===== src/rtl/cbr_pkg.sv =====
// Shared definitions for the compare-and-branch resolution unit.
// Assumes a 4-bit condition select. Codes at or above NUM_CONDS are undefined.
package cbr_pkg;

    typedef enum logic [3:0] {
        C_EQ  = 4'd0,
        C_NE  = 4'd1,
        C_LT  = 4'd2,
        C_GT  = 4'd3,
        C_LTU = 4'd4,
        C_GTU = 4'd5,
        C_GE  = 4'd6,
        C_LE  = 4'd7,
        C_GEU = 4'd8,
        C_LEU = 4'd9
    } cond_e;

    localparam int unsigned SEL_W     = 4;
    localparam int unsigned NUM_CONDS = 10;

endpackage


===== src/rtl/cbr_cmp_regs.sv =====
// Saved compare operand pair.
// Captures both operands unchanged when load is high. Otherwise it holds them.
// Assumes a synchronous active-low reset that clears the pair to zero.
module cbr_cmp_regs #(
    parameter int unsigned DATA_W = 32
) (
    input  logic              clk,
    input  logic              rst_n,
    input  logic              load,
    input  logic [DATA_W-1:0] a_in,
    input  logic [DATA_W-1:0] b_in,
    output logic [DATA_W-1:0] a_q,
    output logic [DATA_W-1:0] b_q
);

    // Hold or replace the saved operand pair.
    always_ff @(posedge clk) begin
        if (!rst_n) begin
            a_q <= '0;
            b_q <= '0;
        end else if (load) begin
            a_q <= a_in;
            b_q <= b_in;
        end
    end

endmodule


===== src/rtl/cbr_cond_eval.sv =====
// Condition evaluator.
// Computes every defined condition on the saved pair in parallel, then selects
// the requested one. Assumes the select width given in cbr_pkg.
module cbr_cond_eval
    import cbr_pkg::*;
#(
    parameter int unsigned DATA_W = 32
) (
    input  logic [DATA_W-1:0] a,
    input  logic [DATA_W-1:0] b,
    input  logic [SEL_W-1:0]  sel,
    output logic              hit,
    output logic              legal
);

    localparam int unsigned SEL_RANGE = 1 << SEL_W;

    // One condition, evaluated as a against b.
    function automatic logic cond_hit(input logic [SEL_W-1:0] code,
                                      input logic [DATA_W-1:0] x,
                                      input logic [DATA_W-1:0] y);
        logic r;
        case (cond_e'(code))
            C_EQ:    r = (x == y);
            C_NE:    r = (x != y);
            C_LT:    r = ($signed(x) <  $signed(y));
            C_GT:    r = ($signed(x) >  $signed(y));
            C_LTU:   r = (x <  y);
            C_GTU:   r = (x >  y);
            C_GE:    r = ($signed(x) >= $signed(y));
            C_LE:    r = ($signed(x) <= $signed(y));
            C_GEU:   r = (x >= y);
            C_LEU:   r = (x <= y);
            default: r = 1'b0;
        endcase
        return r;
    endfunction

    logic [SEL_RANGE-1:0] hits;

    // One comparator per select code. Undefined codes produce a constant low.
    for (genvar g = 0; g < SEL_RANGE; g++) begin : g_cond
        if (g < NUM_CONDS) begin : g_def
            assign hits[g] = cond_hit(SEL_W'(g), a, b);
        end else begin : g_undef
            assign hits[g] = 1'b0;
        end
    end

    // Select the requested condition and flag an undefined select.
    always_comb begin
        legal = (32'(sel) < NUM_CONDS);
        hit   = hits[sel];
    end

endmodule


===== src/rtl/cbr_target_gen.sv =====
// Branch address generator.
// Forms the sequential address (pc + instruction length) and the taken
// address (sequential + sign-extended halfword displacement * 2).
// Assumes ADDR_W > OFFS_W + 1.
module cbr_target_gen #(
    parameter int unsigned ADDR_W    = 32,
    parameter int unsigned OFFS_W    = 10,
    parameter int unsigned ILEN_BYTE = 2
) (
    input  logic [ADDR_W-1:0] pc,
    input  logic [OFFS_W-1:0] offs,
    output logic [ADDR_W-1:0] seq_pc,
    output logic [ADDR_W-1:0] tgt_pc
);

    localparam int unsigned EXT_W = ADDR_W - OFFS_W - 1;

    logic [ADDR_W-1:0] disp;

    // Sign-extend the halfword count and convert it to bytes.
    always_comb begin
        disp   = {{EXT_W{offs[OFFS_W-1]}}, offs, 1'b0};
        seq_pc = pc + ADDR_W'(ILEN_BYTE);
        tgt_pc = seq_pc + disp;
    end

endmodule


===== src/rtl/cbr_resolve.sv =====
// Compare-and-branch resolution unit (top).
// Keeps the last compare operands and resolves a branch one clock after
// br_valid. next_pc carries the continuation address, or the faulting address
// for an undefined condition. Bits above the condition select are not decoded.
module cbr_resolve
    import cbr_pkg::*;
#(
    parameter int unsigned DATA_W  = 32,
    parameter int unsigned ADDR_W  = 32,
    parameter int unsigned INSN_W  = 16,
    parameter int unsigned OFFS_W  = 10,
    parameter int unsigned SEL_LSB = 10
) (
    input  logic              clk,
    input  logic              rst_n,
    input  logic              cmp_load,
    input  logic [DATA_W-1:0] cmp_a_in,
    input  logic [DATA_W-1:0] cmp_b_in,
    input  logic              br_valid,
    input  logic [INSN_W-1:0] br_insn,
    input  logic [ADDR_W-1:0] br_pc,
    output logic              res_valid,
    output logic              br_taken,
    output logic              bad_cond,
    output logic [ADDR_W-1:0] next_pc
);

    logic [DATA_W-1:0] cc_a;
    logic [DATA_W-1:0] cc_b;
    logic [SEL_W-1:0]  sel;
    logic [OFFS_W-1:0] offs;
    logic              hit;
    logic              legal;
    logic [ADDR_W-1:0] seq_pc;
    logic [ADDR_W-1:0] tgt_pc;

    // Split the instruction word into its select and displacement fields.
    always_comb begin
        sel  = br_insn[SEL_LSB +: SEL_W];
        offs = br_insn[OFFS_W-1:0];
    end

    cbr_cmp_regs #(.DATA_W(DATA_W)) u_regs (
        .clk   (clk),
        .rst_n (rst_n),
        .load  (cmp_load),
        .a_in  (cmp_a_in),
        .b_in  (cmp_b_in),
        .a_q   (cc_a),
        .b_q   (cc_b)
    );

    cbr_cond_eval #(.DATA_W(DATA_W)) u_eval (
        .a     (cc_a),
        .b     (cc_b),
        .sel   (sel),
        .hit   (hit),
        .legal (legal)
    );

    cbr_target_gen #(
        .ADDR_W    (ADDR_W),
        .OFFS_W    (OFFS_W),
        .ILEN_BYTE (INSN_W / 8)
    ) u_tgt (
        .pc     (br_pc),
        .offs   (offs),
        .seq_pc (seq_pc),
        .tgt_pc (tgt_pc)
    );

    // Register the branch outcome one clock after the strobe.
    always_ff @(posedge clk) begin
        if (!rst_n) begin
            res_valid <= 1'b0;
            br_taken  <= 1'b0;
            bad_cond  <= 1'b0;
            next_pc   <= '0;
        end else begin
            res_valid <= br_valid;
            if (br_valid && !legal) begin
                br_taken <= 1'b0;
                bad_cond <= 1'b1;
                next_pc  <= br_pc;
            end else if (br_valid) begin
                br_taken <= hit;
                bad_cond <= 1'b0;
                next_pc  <= hit ? tgt_pc : seq_pc;
            end else begin
                br_taken <= 1'b0;
                bad_cond <= 1'b0;
            end
        end
    end

endmodule


===== config.mk =====
export PLATFORM = sky130hd
export DESIGN_NAME = cbr_resolve
export DESIGN_NICKNAME = d
export VERILOG_FILES = /design/src/rtl/cbr_pkg.sv /design/src/rtl/cbr_cmp_regs.sv /design/src/rtl/cbr_cond_eval.sv /design/src/rtl/cbr_target_gen.sv /design/src/rtl/cbr_resolve.sv
export SDC_FILE = /design/constraint.sdc
export NUM_CORES = 1
export LEC_CHECK = 0
export CORE_MARGIN = 2
export CORE_UTILIZATION = 58
export DETAILED_ROUTE_END_ITERATION = 6
export DONT_BUFFER_PORTS = 1
export PLACE_DENSITY = 0.82
export SETUP_SLACK_MARGIN = 0.02
export SYNTH_ARGS = -nofsm -noshare
export SYNTH_HDL_FRONTEND = slang
export SYNTH_SLANG_ARGS = --single-unit
export TNS_END_PERCENT = 10

===== constraint.sdc =====
create_clock -name clk -period 6.06 [get_ports clk]
set_input_delay 1.212 -clock clk [delete_from_list [all_inputs] [get_ports clk]]
set_output_delay 1.212 -clock clk [all_outputs]
set_load 0.02 [all_outputs]

Word level (Yosys, flattened, before mapping)
Index checks and enable logic that the tools add are counted.
- eq/ne operators: 2
- bitwise operators: 2
- multiplexer cells: 6
- $lt $le $gt $ge: 10
- add/sub/neg operators: 2
- reductions and logical operators: 4
- operator list (cell ; number):
    2-to-1 mux 32 bit ; 3
    >= comparator 32 bit ; 2
    > comparator 32 bit ; 2
    <= comparator 32 bit ; 2
    less-than comparator 32 bit ; 2
    adder 32 x 2 -> 32 bit (second input constant) ; 1
    adder 32 bit ; 1
    equality test 32 bit ; 1
    != test 32 bit ; 1
    less-than comparator 4 x 5 -> 1 bit (second input constant) ; 1
    binary-select mux 1 bit (select 4 bit) ; 1
    less-than comparator 4 bit (second input constant) ; 1
    OR reduction 3 bit ; 1
    2-to-1 mux 1 bit ; 2
    NOT 1 bit ; 2
    nonzero test 2 bit ; 1
    logical AND 1 bit ; 1
    zero test 1 bit ; 1
- register bits after elaboration: 99
- output and inout port bits: 35
- word-level logic and storage cells: 32
- input bits: 116

Longest topological paths before layout
Gate-level depths: netlist of run 1.
- word-level depth: 6
- gate-level depth with buffers: 20
- gate-level depth less buffers: 20

Cells and area by module
A second synthesis of run 1 with hierarchy kept.
- cell total of the unflattened synthesis: 858
- area, all modules: 7800.0 sq um
- by module, submodules not included (module ; area each (sq um) ; cells an instance ; instances ; seq. area each (sq um)):
    cbr_cmp_regs ; 2451.1 ; 206 ; 1 ; 1281.2
    cbr_target_gen ; 2312.2 ; 322 ; 1 ; 0.0
    cbr_resolve ; 2040.7 ; 188 ; 1 ; 700.7
    cbr_cond_eval ; 996.0 ; 142 ; 1 ; 0.0

Least setup slack after synthesis of run 1
OpenSTA, ideal clock, no wires.
- path kind: in2reg
- from: in br_pc[1]
- to: reg next_pc[31]
- data arrival time: 4949 ps
- path slack: 1026 ps
- library setup time: 86 ps
- required time: 5974 ps
- cell stages on the path: 18
- buffers on the path: 0
- cell sequence: ha_1 -> and3_1 -> nand3_1 -> nor2_1 -> nand3_1 -> or3_1 -> xnor2_1 -> ha_1 -> nand3_1 -> nor3_1 -> o2111a_1 -> a21boi_0 -> o31ai_1 -> o221ai_1 -> xnor2_1 -> and3_1 -> o2111a_1 -> a211oi_1
- longest elaborated chain between the ends: 5
- ends and longest elaborated chain (what ; line ; RTL):
    start: declaration ; cbr_resolve.sv:21 ; input logic [ADDR_W-1:0] br_pc,
    adder 32 x 2 -> 32 bit * ; cbr_target_gen.sv:23 ; seq_pc = pc + ADDR_W'(ILEN_BYTE);
    adder 32 bit ; cbr_target_gen.sv:24 ; tgt_pc = seq_pc + disp;
    2-to-1 mux 32 bit * ; cbr_resolve.sv:88 ; next_pc <= hit ? tgt_pc : seq_pc;
    2-to-1 mux 32 bit * ; cbr_resolve.sv:85 ; end else if (br_valid) begin
    2-to-1 mux 32 bit * ; cbr_resolve.sv:81 ; if (br_valid && !legal) begin
    end signal: assignment ; cbr_resolve.sv:84 ; next_pc <= br_pc;
    end signal: assignment ; cbr_resolve.sv:88 ;
    end: declaration ; cbr_resolve.sv:25 ; output logic [ADDR_W-1:0] next_pc
Mark *: on every way between the ends. The rest lies on a longest branch, timed or not. The select of a mux whose other input is x is not followed.
A chain may end at the register's enable or synchronous reset.

Final worst setup path of run 1
Ends and elaborated chain as after synthesis.

==> implementation parameters, run 1 <==
Parameter                              Value

Logic synthesis
  Avg Inst Size Synth ... 8.44 um2
  Post-synth top flop ... sky130_fd_sc_hd__dfxtp_1
  Most common library cells after synthesis ... 99 x sky130_fd_sc_hd__dfxtp_1, 81 x sky130_fd_sc_hd__mux2i_1, 63 x sky130_fd_sc_hd__ha_1
  Most common cell in the netlist ... sky130_fd_sc_hd__dfxtp_1
  Synthesized cell area ... 7300 um2
  Main area contributors after synthesis ... sky130_fd_sc_hd__dfxtp_1 27%, sky130_fd_sc_hd__mux2i_1 11%, sky130_fd_sc_hd__ha_1 11%, sky130_fd_sc_hd__xnor2_1 4.8%, sky130_fd_sc_hd__nor2b_1 4.6%
  Register area share after synthesis ... 27.1%
  Number of different library cells in the post-synthesis netlist ... 66
  Post-synth ARST share ... 0%
  Number of synthesized flops with an enable pin ... 0
  Cell taking the most area after synthesis ... sky130_fd_sc_hd__dfxtp_1
  Count of synthesis-stage warnings from yosys ... 0
  Seq cells post-synth ... 99
  Post-synthesis net count ... 1045
  Proportion of netlist area held by the largest area contributor ... 27.1%
  Number of standard cells after synthesis ... 865

STA
  Period minus WS final ... 5.19 ns
  Hold Slack ... 0.496 ns
  Count of final hold-check violations ... 0
  Total negative slack ... 0 ns
  Worst-case headroom to the max-slew limit ... ~25%
  Tightest Pin Transition ... 1.13 ns
  Clk_skew ... 0.00785 ns
  Number of setup violations in the final report ... 0
  Setup repair after global routing missed its margin ... no
  Fraction of the cycle the final worst path needs ... 85.6%
  Timing-limited maximum frequency ... 193 MHz
  Count of pins over their slew limit ... 0

Pwr
  Logic gate share of total power ... 26.1%
  Switching power ... 0.000585 W
  IR drop worst, VDD ... 145 uV
  Power density over the cells ... about 240 nW/um2
  Total internal power ... 0.00125 W
  Part of the power in registers ... 41.2%
  Static leakage ... ~3.3 nW
  Net switching fraction of the power ... 31.9%
  Part of the power in the clock network ... 32.6%

Clock tree
  Skew-Pair Late Insertion Delay ... 0.36 ns
  Cts-stage hold buffer count ... 0
  Number of CTS-inserted buffers ... 9
  Setup Fix Bufs, Post-CTS ... 0
  Buffer cell driving the clock tree root ... sky130_fd_sc_hd__clkbuf_16
  CTS HTree Levels ... 3
  Count of instances resized after the clock tree is built ... 0
  Number of sinks on the clock net ... 99
  Clock-pin slew on the worst setup and hold paths ... 0.07 ns
  TritonCTS clock tree ... done
  Maximum clock path buffer count ... 2

Place
  Estimated wirelength of the detail-placed design ... 12600 um
  Weighted congestion reported at the end of routability-driven placement ... 0.936
  Instance area after placement ... 7380 um2
  Count of input and output buffers ... 0

Layout
  N_diodes ... 0
  Area occupied by multi-input gates ... approximately 5000 um2
  Total Nets Final ... 1022
  Synthesis-to-finish area growth ... 5.21%
  Fraction of final layout cells with drive strength greater than 1 ... between 5 and 6%
  Final standard cell area without fillers ... between 7000 and 8000 um2
  Filler Cells Inserted ... roughly 1.0k
  Sequential standard cell area ... 1980 um2

Setup path
  Worst reg2reg path startpoint ... u_regs.b_q[31]$_SDFFE_PN0P_
  Reg-to-reg setup timing slack ... 1.82 ns
  Required time at the endpoint of the critical path ... 6.33 ns
  Number of cells on the worst reg-to-reg path ... 13
  Critical path launch point type ... primary input
  Startpoint of the worst setup timing path ... br_pc[1]
  Endpoint kind of the worst setup timing path ... register
  Crit path arrival time ... 5.46 ns
  Type of the worst setup path ... in -> reg
  Endpoint of the lowest-slack register-to-register path ... next_pc[28]$_SDFFE_PN0P_
  CP Max Fanout ... 6

Worst hold path
  Path class of the lowest-slack min-delay path ... reg -> reg
  Worst hold endpoint ... u_regs.a_q[0]$_SDFFE_PN0P_
  Start point of the worst hold path ... u_regs.a_q[0]$_SDFFE_PN0P_
  WHS Path Cells ... 2

Floorplanning
  Area of the core ... 12200 um2
  Die footprint ... roughly 14000 um2
  Height of the chip ... about 120 um
  Row Count ... 40
  Initial standard-cell utilization of the core ... 60.0%
  Top-level I/O count ... approximately 150
  Die Width ... between 100 and 150 um

Global route
  Global-route usage over all layers ... 25.7%
  Number of global-route vias before repair ... 5862
  First-pass GRT wire length ... between 20000 and 30000 um
  Largest net degree at the start of global routing ... 84
  Residual overflow from global routing ... 0
  Antenna violations before repair ... 0

Status
  Run status ... finished clean

Route
  Wire length after detailed routing ... about 17000 um
  Average routed wire per standard cell ... 17.1 um
  Starting DRC count in detailed routing ... 365
  Via density ... 6.01
  Total number of vias ... 6099
  Residual antenna-violating net count after detailed routing ... 0
  Remaining routing DRC violations ... 0
  Pre-antenna DRT Iters ... 5

Flow run
  Max-capacitance violation count ... 0
-- logic make-up after synthesis --
kind of cell | synth area share (%)
XOR/XNOR | 7.03
multiplexers | 11.7
AND/OR/NAND/NOR | 18.4
adder cells (fa/ha/maj) | 11.1
AO/OA/AOI/OAI | 19.5
buffers and inverters | 5.17
flip-flops | 27.1
-- cell type report --
class,instances,area share (%)
Clock buffer,10,2.98
Multi-Input combinational cell,674,64.5
Inverter,53,2.59
Timing Repair Buffer,5,0.489
Tap cell,168,2.74
Sequential cell,99,25.8
Clock inverter,6,0.928
-- flip-flops by register name (all words and copies together), names as in the netlist --
register and cells:
next_pc 32, res_valid 1, bad_cond 1, br_taken 1, u_regs.b_q 32, u_regs.a_q 32
-- critical path: stages --
cell                       delay (ns)
sky130_fd_sc_hd__ha_1            0.19
sky130_fd_sc_hd__and3_1          0.21
sky130_fd_sc_hd__nand3_1         0.16
sky130_fd_sc_hd__nor2_1          0.20
sky130_fd_sc_hd__nand3_1         0.26
sky130_fd_sc_hd__or3_1           0.43
sky130_fd_sc_hd__xnor2_1         0.15
sky130_fd_sc_hd__ha_1            0.33
sky130_fd_sc_hd__nand3_1         0.12
sky130_fd_sc_hd__nor3_1          0.36
sky130_fd_sc_hd__o2111a_1        0.26
sky130_fd_sc_hd__a21boi_0        0.16
sky130_fd_sc_hd__o31ai_1         0.41
sky130_fd_sc_hd__o221ai_1        0.21
sky130_fd_sc_hd__xnor2_1         0.21
sky130_fd_sc_hd__a21oi_1         0.11
sky130_fd_sc_hd__o2111a_1        0.29
sky130_fd_sc_hd__a211oi_1        0.19
-- power by group through the flow --
stage | sequential [W] | clock (W) | combinational [W]
6_report | 0.000756 | 0.000598 | 0.000479
4_1_cts | 0.000756 | 0.000608 | 0.000476
3_3_place_gp | 0.000769 | 0 | 0.000462
5_1_grt | 0.000761 | 0.000630 | 0.000533
2_1_floorplan | 0.000760 | 0 | 0.000420
3_5_place_dp | 0.000770 | 0 | 0.000472
-- cells in the final DEF, fill, tap and decap left out, drive strengths merged, types with 5 or more instances in the layout --
master   count
a31oi        5
nor2b       54
o21ai       42
xor2        16
a211oi      14
clkbuf      10
mux2i       81
o21bai       7
or3          6
xnor2       40
a21oi       51
nand2       54
dfxtp       99
nand4       10
nand2b       9
inv         55
a2111oi      5
and3        13
a221oi       5
a21boi       5
nor2        54
nor3        17
o211ai       5
buf          5
a31o        16
a21o        14
nand3       32
o22ai        5
ha          63
-- through the flow --
stage	util [%]	total power [W]	cells	setup slack (ns)
4_1_cts	63.2	0.00184	1015	0.911
6_report	63.2	0.00183	1015	0.870
3_5_place_dp	60.7	0.00124	999	0.556
3_3_place_gp	60.7	0.00123	999	0.614
5_1_grt	63.2	0.00192	1015	0.475
2_1_floorplan	-	0.00118	865	1.03
-- layer usage --
metal  share of wire, %  wire, um  global-route usage, %  vias to the layer above
met5                  0         0                      0                        -
met4                1.8       306                   7.70                        0
met3                7.2      1260                   8.30                       23
met2                 48      8320                   45.3                      192
met1                 43      7460                   29.9                     2823
li1                   -         -                      -                     3061
-- how the worst max path moves through the flow --
stage | slack (ns) | to | depth (start not counted)
2_1_floorplan | 1.03 | next_pc[31]$_SDFFE_PN0P_ | 18
3_3_place_gp | 0.61 | next_pc[31]$_SDFFE_PN0P_ | 18
3_5_place_dp | 0.56 | next_pc[31]$_SDFFE_PN0P_ | 18
4_1_cts | 0.91 | next_pc[31]$_SDFFE_PN0P_ | 18
5_1_grt | 0.47 | next_pc[31]$_SDFFE_PN0P_ | 19
6_report | 0.87 | next_pc[31]$_SDFFE_PN0P_ | 18
Power figures use the tool's default switching activity.
==> inputs of run 2 (changes only) <==
CTS_BUF_LIST = sky130_fd_sc_hd__clkbuf_4   (was unset)
==> implementation parameters, run 2 (synthesis results as in run 1) <==
Parameter                              Value

Floorplanning
  Initial standard-cell utilization of the core ... 60.0% (unchanged)
  Die footprint ... 13500 um2 (unchanged)
  Height of the chip ... 116 um (unchanged)
  Top-level I/O count ... 151 (unchanged)
  Row Count ... 40 (unchanged)
  Area of the core ... 12200 um2 (unchanged)
  Die Width ... 116 um (unchanged)

Route
  Residual antenna-violating net count after detailed routing ... 0 (unchanged)
  Starting DRC count in detailed routing ... 339 (-7.1%)
  Pre-antenna DRT Iters ... 5 (unchanged)
  Average routed wire per standard cell ... 16.7 um (-2.3%)
  Remaining routing DRC violations ... 0 (unchanged)
  Via density ... 5.98 (-0.41%)
  Wire length after detailed routing ... 17000 um (-2.2%)
  Total number of vias ... 6080 (-0.31%)

Clock tree
  Buffer cell driving the clock tree root ... sky130_fd_sc_hd__clkbuf_4
  Setup Fix Bufs, Post-CTS ... 0 (unchanged)
  Skew-Pair Late Insertion Delay ... 0.49 ns (+0.13 ns)
  CTS HTree Levels ... 3 (unchanged)
  Number of CTS-inserted buffers ... 9 (unchanged)
  Number of sinks on the clock net ... 99 (unchanged)
  Maximum clock path buffer count ... 2 (unchanged)
  Cts-stage hold buffer count ... 0 (unchanged)
  Count of instances resized after the clock tree is built ... 0 (unchanged)
  Clock-pin slew on the worst setup and hold paths ... 0.16 ns (+0.09 ns)
  TritonCTS clock tree ... done

STA
  Period minus WS final ... 5.05 ns (-0.139 ns)
  Tightest Pin Transition ... 1.13 ns (+0.00387 ns)
  Hold Slack ... 0.515 ns (+0.0188 ns)
  Count of final hold-check violations ... 0 (unchanged)
  Count of pins over their slew limit ... 0 (unchanged)
  Fraction of the cycle the final worst path needs ... 83.3% (-2.3 points)
  Timing-limited maximum frequency ... 198 MHz (+2.8%)
  Worst-case headroom to the max-slew limit ... 24.3% (-0.26 points)
  Setup repair after global routing missed its margin ... no
  Clk_skew ... 0.0127 ns (+0.00489 ns)
  Number of setup violations in the final report ... 0 (unchanged)
  Total negative slack ... 0 ns (unchanged)

Pwr
  IR drop worst, VDD ... 118 uV (-18%)
  Logic gate share of total power ... 29.5% (+3.4 points)
  Part of the power in the clock network ... 23.5% (-9.1 points)
  Part of the power in registers ... 47.0% (+5.8 points)
  Switching power ... 0.000552 W (-5.6%)
  Static leakage ... 3.23 nW (-2.0%)
  Net switching fraction of the power ... 34.3% (+2.4 points)
  Total internal power ... 0.00106 W (-15%)
  Power density over the cells ... 214 nW/um2 (-10%)

Layout
  Filler Cells Inserted ... 1054 (+2.0%)
  Area occupied by multi-input gates ... 4950 um2 (unchanged)
  Total Nets Final ... 1022 (unchanged)
  Synthesis-to-finish area growth ... 3.14%
  Commonest cells after routing, fill and taps aside ... 99 x sky130_fd_sc_hd__dfxtp_1, 81 x sky130_fd_sc_hd__mux2i_1, 63 x sky130_fd_sc_hd__ha_1
  Sequential standard cell area ... 1980 um2 (unchanged)
  Largest registers in the final layout ... next_pc x32, u_regs.a_q x32, u_regs.b_q x32
  Fraction of final layout cells with drive strength greater than 1 ... 5.43% (+0.12 points)
  Most common library cell in the layout ignoring fill and taps ... sky130_fd_sc_hd__dfxtp_1

Setup path
  Type of the worst setup path ... in -> reg
  Required time at the endpoint of the critical path ... 6.47 ns (+0.14 ns)
  Critical path launch point type ... primary input
  Crit path arrival time ... 5.46 ns (about the same)
  CP Max Fanout ... 6 (unchanged)
  Endpoint kind of the worst setup timing path ... register

Global route
  Residual overflow from global routing ... 0 (unchanged)
  First-pass GRT wire length ... 27000 um (-1.5%)
  Number of global-route vias before repair ... 5818 (-0.75%)
  Global-route usage over all layers ... 25.1% (-0.63 points)
  Largest net degree at the start of global routing ... 84 (unchanged)
  Antenna violations before repair ... 0 (unchanged)

Place
  Count of input and output buffers ... 0 (unchanged)
  Estimated wirelength of the detail-placed design ... 12600 um (unchanged)
  Weighted congestion reported at the end of routability-driven placement ... 0.936 (unchanged)

Flow run
  Max-capacitance violation count ... 0 (unchanged)

Status
  Run status ... finished clean

Worst hold path
  Path class of the lowest-slack min-delay path ... reg -> reg
==> run 2: stage by stage <==
stage	worst slack, ns	utilization (%)	cells	instance area, um2	total power [W]
3_3_place_gp	0.614	60.7	999	7380	0.00123
5_1_grt	0.632	61.9	1015	7530	0.00170
3_5_place_dp	0.556	60.7	999	7380	0.00124
4_1_cts	1.07	61.9	1015	7530	0.00162
2_1_floorplan	1.03	-	865	7300	0.00118
6_report	1.01	61.9	1016	7530	0.00161
==> run 2: critical path, cell delays in order <==
cell and delay (ns):
sky130_fd_sc_hd__ha_1 0.19, sky130_fd_sc_hd__and3_1 0.21, sky130_fd_sc_hd__nand3_1 0.17, sky130_fd_sc_hd__nor2_1 0.20
sky130_fd_sc_hd__nand3_1 0.27, sky130_fd_sc_hd__or3_1 0.43, sky130_fd_sc_hd__xnor2_1 0.15, sky130_fd_sc_hd__ha_1 0.33
sky130_fd_sc_hd__nand3_1 0.12, sky130_fd_sc_hd__nor3_1 0.36, sky130_fd_sc_hd__o2111a_1 0.26, sky130_fd_sc_hd__a21boi_0 0.16
sky130_fd_sc_hd__o31ai_1 0.40, sky130_fd_sc_hd__o221ai_1 0.21, sky130_fd_sc_hd__xnor2_1 0.21, sky130_fd_sc_hd__a21oi_1 0.11
sky130_fd_sc_hd__o2111a_1 0.29, sky130_fd_sc_hd__a211oi_1 0.19
==> run 2: path summary, 6_finish.rpt <==
kind,depth (start not counted),slack [ns],startpoint,endpoint
worst max-delay path,18,1.01,br_pc[1],next_pc[31]$_SDFFE_PN0P_
worst min-delay path,2,0.51,u_regs.a_q[0]$_SDFFE_PN0P_,u_regs.a_q[0]$_SDFFE_PN0P_
worst max register to register,13,1.83,u_regs.b_q[31]$_SDFFE_PN0P_,next_pc[19]$_SDFFE_PN0P_
worst min register to register,2,0.51,u_regs.a_q[0]$_SDFFE_PN0P_,u_regs.a_q[0]$_SDFFE_PN0P_
==> run 2: power by group through the flow <==
stage	Combinational, W	Sequential [W]	Clock (W)
after floorplan	0.000420	0.000760	0
after global placement	0.000462	0.000769	0
after detailed placement	0.000472	0.000770	0
after CTS	0.000474	0.000757	0.000391
after global routing	0.000531	0.000762	0.000406
final	0.000475	0.000756	0.000379
==> run 2: cell type report <==
type	instances	area share, %
Timing Repair Buffer	5	0.498
Clock buffer	10	0.997
Clock inverter	6	0.947
Antenna cell	1	0.0332
Inverter	53	2.64
Tap cell	168	2.79
Sequential cell	99	26.3
Multi-Input combinational cell	674	65.8
==> run 2: layer usage <==
| metal | vias up | GRT usage, % | share of wire (%) |
|---|---|---|---|
| li1 | 3070 | - | - |
| met1 | 2804 | 29.9 | 43 |
| met2 | 180 | 44.1 | 48 |
| met3 | 26 | 6.49 | 7.7 |
| met4 | 0 | 8.10 | 1.9 |
| met5 | - | 0 | 0 |
==> inputs of run 3 (changes only) <==
clock period = 5 ns   (was 6.06 ns; I/O delays follow)
==> implementation parameters, run 3 (synthesis results as in run 1) <==
Parameter                              Value

Status
  Run status ... finished clean

Setup path
  Highest-delay cell along the critical path ... sky130_fd_sc_hd__o31ai_1
  Endpoint kind of the worst setup timing path ... register
  Crit path arrival time ... 4.90 ns (-0.56 ns)
  Required time at the endpoint of the critical path ... 5.41 ns (-1.06 ns)
  Crit path cell chain ... ha_1, and3_1, nand3_1, nor2_1, nand3_1, or3_1, xnor2_1, ha_1, nand3_1, nor3_1, o2111a_1, a21boi_0, o31ai_1, o221ai_1, xnor2_1, a21oi_1, o2111a_1, a211oi_1
  CP peak stage delay ... 0.43 ns (about the same)
  CP Max Fanout ... 5 (-1)
  Type of the worst setup path ... in -> reg
  Critical path launch point type ... primary input
  Cell occurring most often along the worst timing path ... sky130_fd_sc_hd__nand3_1

Floorplanning
  Initial standard-cell utilization of the core ... 60.0% (unchanged)
  Height of the chip ... 116 um (unchanged)
  Top-level I/O count ... 151 (unchanged)
  Die Width ... 116 um (unchanged)
  Die footprint ... 13500 um2 (unchanged)
  Area of the core ... 12200 um2 (unchanged)
  Row Count ... 40 (unchanged)

Global route
  Global-route usage over all layers ... 25.5% (+0.38 points)
  Largest net degree at the start of global routing ... 84 (unchanged)
  Antenna violations before repair ... 0 (unchanged)
  Residual overflow from global routing ... 0 (unchanged)
  First-pass GRT wire length ... 27400 um (+1.3%)
  Number of global-route vias before repair ... 5753 (-1.1%)

Route
  Pre-antenna DRT Iters ... 5 (unchanged)
  Wire length after detailed routing ... 17400 um (+2.6%)
  Residual antenna-violating net count after detailed routing ... 0 (unchanged)
  Average routed wire per standard cell ... 17.0 um (+1.7%)
  Via density ... 5.97 (-0.23%)
  Remaining routing DRC violations ... 0 (unchanged)
  Total number of vias ... 6120 (+0.66%)
  Starting DRC count in detailed routing ... 380 (+12%)

Pwr
  Static leakage ... 3.28 nW (+1.5%)
  IR drop worst, VDD ... 193 uV (+63%)
  Power density over the cells ... 258 nW/um2 (+20%)
  Power after layout ... 0.00196 W (+22%)

Clock tree
  Skew-Pair Late Insertion Delay ... 0.49 ns (about the same)
  Maximum clock path buffer count ... 2 (unchanged)
  Count of instances resized after the clock tree is built ... 0 (unchanged)
  Number of sinks on the clock net ... 99 (unchanged)
  Buffer cell driving the clock tree root ... sky130_fd_sc_hd__clkbuf_4
  CTS HTree Levels ... 3 (unchanged)
  Setup Fix Bufs, Post-CTS ... 0 (unchanged)
  Cts-stage hold buffer count ... 0 (unchanged)
  TritonCTS clock tree ... done
  Number of CTS-inserted buffers ... 9 (unchanged)
  Clock-pin slew on the worst setup and hold paths ... 0.15 ns (about the same)

Flow run
  Max-capacitance violation count ... 0 (unchanged)

Layout
  Commonest cells after routing, fill and taps aside ... 99 x sky130_fd_sc_hd__dfxtp_1, 81 x sky130_fd_sc_hd__mux2i_1, 63 x sky130_fd_sc_hd__ha_1
  N_diodes ... 0 (-1)
  Synthesis-to-finish area growth ... 4.13%
  Filler Cells Inserted ... 1034 (-1.9%)
  Total Nets Final ... 1032 (+0.98%)
  Most common library cell in the layout ignoring fill and taps ... sky130_fd_sc_hd__dfxtp_1
  Fraction of final layout cells with drive strength greater than 1 ... 6.42% (+0.99 points)
  Largest registers in the final layout ... next_pc x32, u_regs.a_q x32, u_regs.b_q x32
  Post-route non-filler standard cell count ... 1025 (+0.89%)
  Final standard cell area without fillers ... 7600 um2 (+0.96%)

Worst hold path
  Path class of the lowest-slack min-delay path ... reg -> reg

STA
  Clk_skew ... 0.0216 ns (+0.00882 ns)
  Tightest Pin Transition ... 1.12 ns (-0.0101 ns)
  Timing-limited maximum frequency ... about 220 MHz
  Fraction of the cycle the final worst path needs ... 89.9%
  Number of setup violations in the final report ... 0 (unchanged)
  Worst-case headroom to the max-slew limit ... 25.0% (+0.68 points)
  Count of pins over their slew limit ... 0 (unchanged)
  Setup repair after global routing missed its margin ... no
  Total negative slack ... 0 ns (unchanged)
  Count of final hold-check violations ... 0 (unchanged)
  Period minus WS final ... 4.50 ns

Place
  Weighted congestion reported at the end of routability-driven placement ... 0.917 (-2.0%)
  Estimated wirelength of the detail-placed design ... 12900 um (+2.5%)
  Instance area after placement ... 7460 um2 (+1.0%)
  Placed cell count ... 1009 (+1.0%)
  Count of input and output buffers ... 0 (unchanged)
-- run 3: changes by cell type in the layout (fill, tap and decap cells not counted), sizes merged --
cell,previous run,this run
buf,5,15
clkinvlp,1,0
clkinv,2,3
diode,1,0
-- run 3: where the power goes --
| part | switching [W] | internal, W | leakage, nW |
|---|---|---|---|
| Clock | 0.000287 | 0.000165 | 0.0809 |
| Combinational | 0.000314 | 0.000277 | 2.38 |
| Sequential | 0.0000693 | 0.000847 | 0.818 |
-- run 3: final timing paths --
| check | slack, ns | depth (start not counted) | start | end |
|---|---|---|---|---|
| max | 0.50 | 18 | br_pc[1] | next_pc[31]$_SDFFE_PN0P_ |
| min | 0.53 | 2 | u_regs.a_q[7]$_SDFFE_PN0P_ | u_regs.a_q[7]$_SDFFE_PN0P_ |
| max reg2reg | 0.91 | 13 | u_regs.b_q[31]$_SDFFE_PN0P_ | next_pc[6]$_SDFFE_PN0P_ |
| min reg2reg | 0.53 | 2 | u_regs.a_q[7]$_SDFFE_PN0P_ | u_regs.a_q[7]$_SDFFE_PN0P_ |
-- run 3: cell type report --
class | instances | area (um2) | share of cell area, %
multi-input cells | 674 | 4950 | 65.1
clock inverters | 6 | 71.3 | 0.938
clock buffers | 10 | 75.1 | 0.987
repair buffers | 15 | 113 | 1.48
well taps | 168 | 210 | 2.76
flip-flops and latches | 99 | 1980 | 26.1
inverters | 53 | 199 | 2.62
-- run 3: worst max-delay path: cells and delay by family --
kind            cells  cell delay [ns]
compound gates      7             1.58
fa+ha+maj           2             0.45
simple gates        7             1.51
xor+xnor            2             0.35
-- run 3: metal layers --
metal | global-route usage, % | routed length (um) | vias up
met2 | 44.1 | 8320 | 206
met5 | 0 | 0 | -
met4 | 8.17 | 354 | 0
met3 | 6.59 | 1330 | 24
li1 | - | - | 3086
met1 | 31.0 | 7400 | 2804
-- run 3: metrics by stage --
stage | setup slack [ns] | hold slack (ns) | util, %
2_1_floorplan | 0.178 | 0.460 | -
5_1_grt | 0.125 | 0.551 | 62.5
3_5_place_dp | 0.0384 | 0.493 | 61.3
4_1_cts | 0.529 | 0.529 | 62.5
3_3_place_gp | 0.135 | 0.480 | 61.3
6_report | 0.503 | 0.525 | 62.5
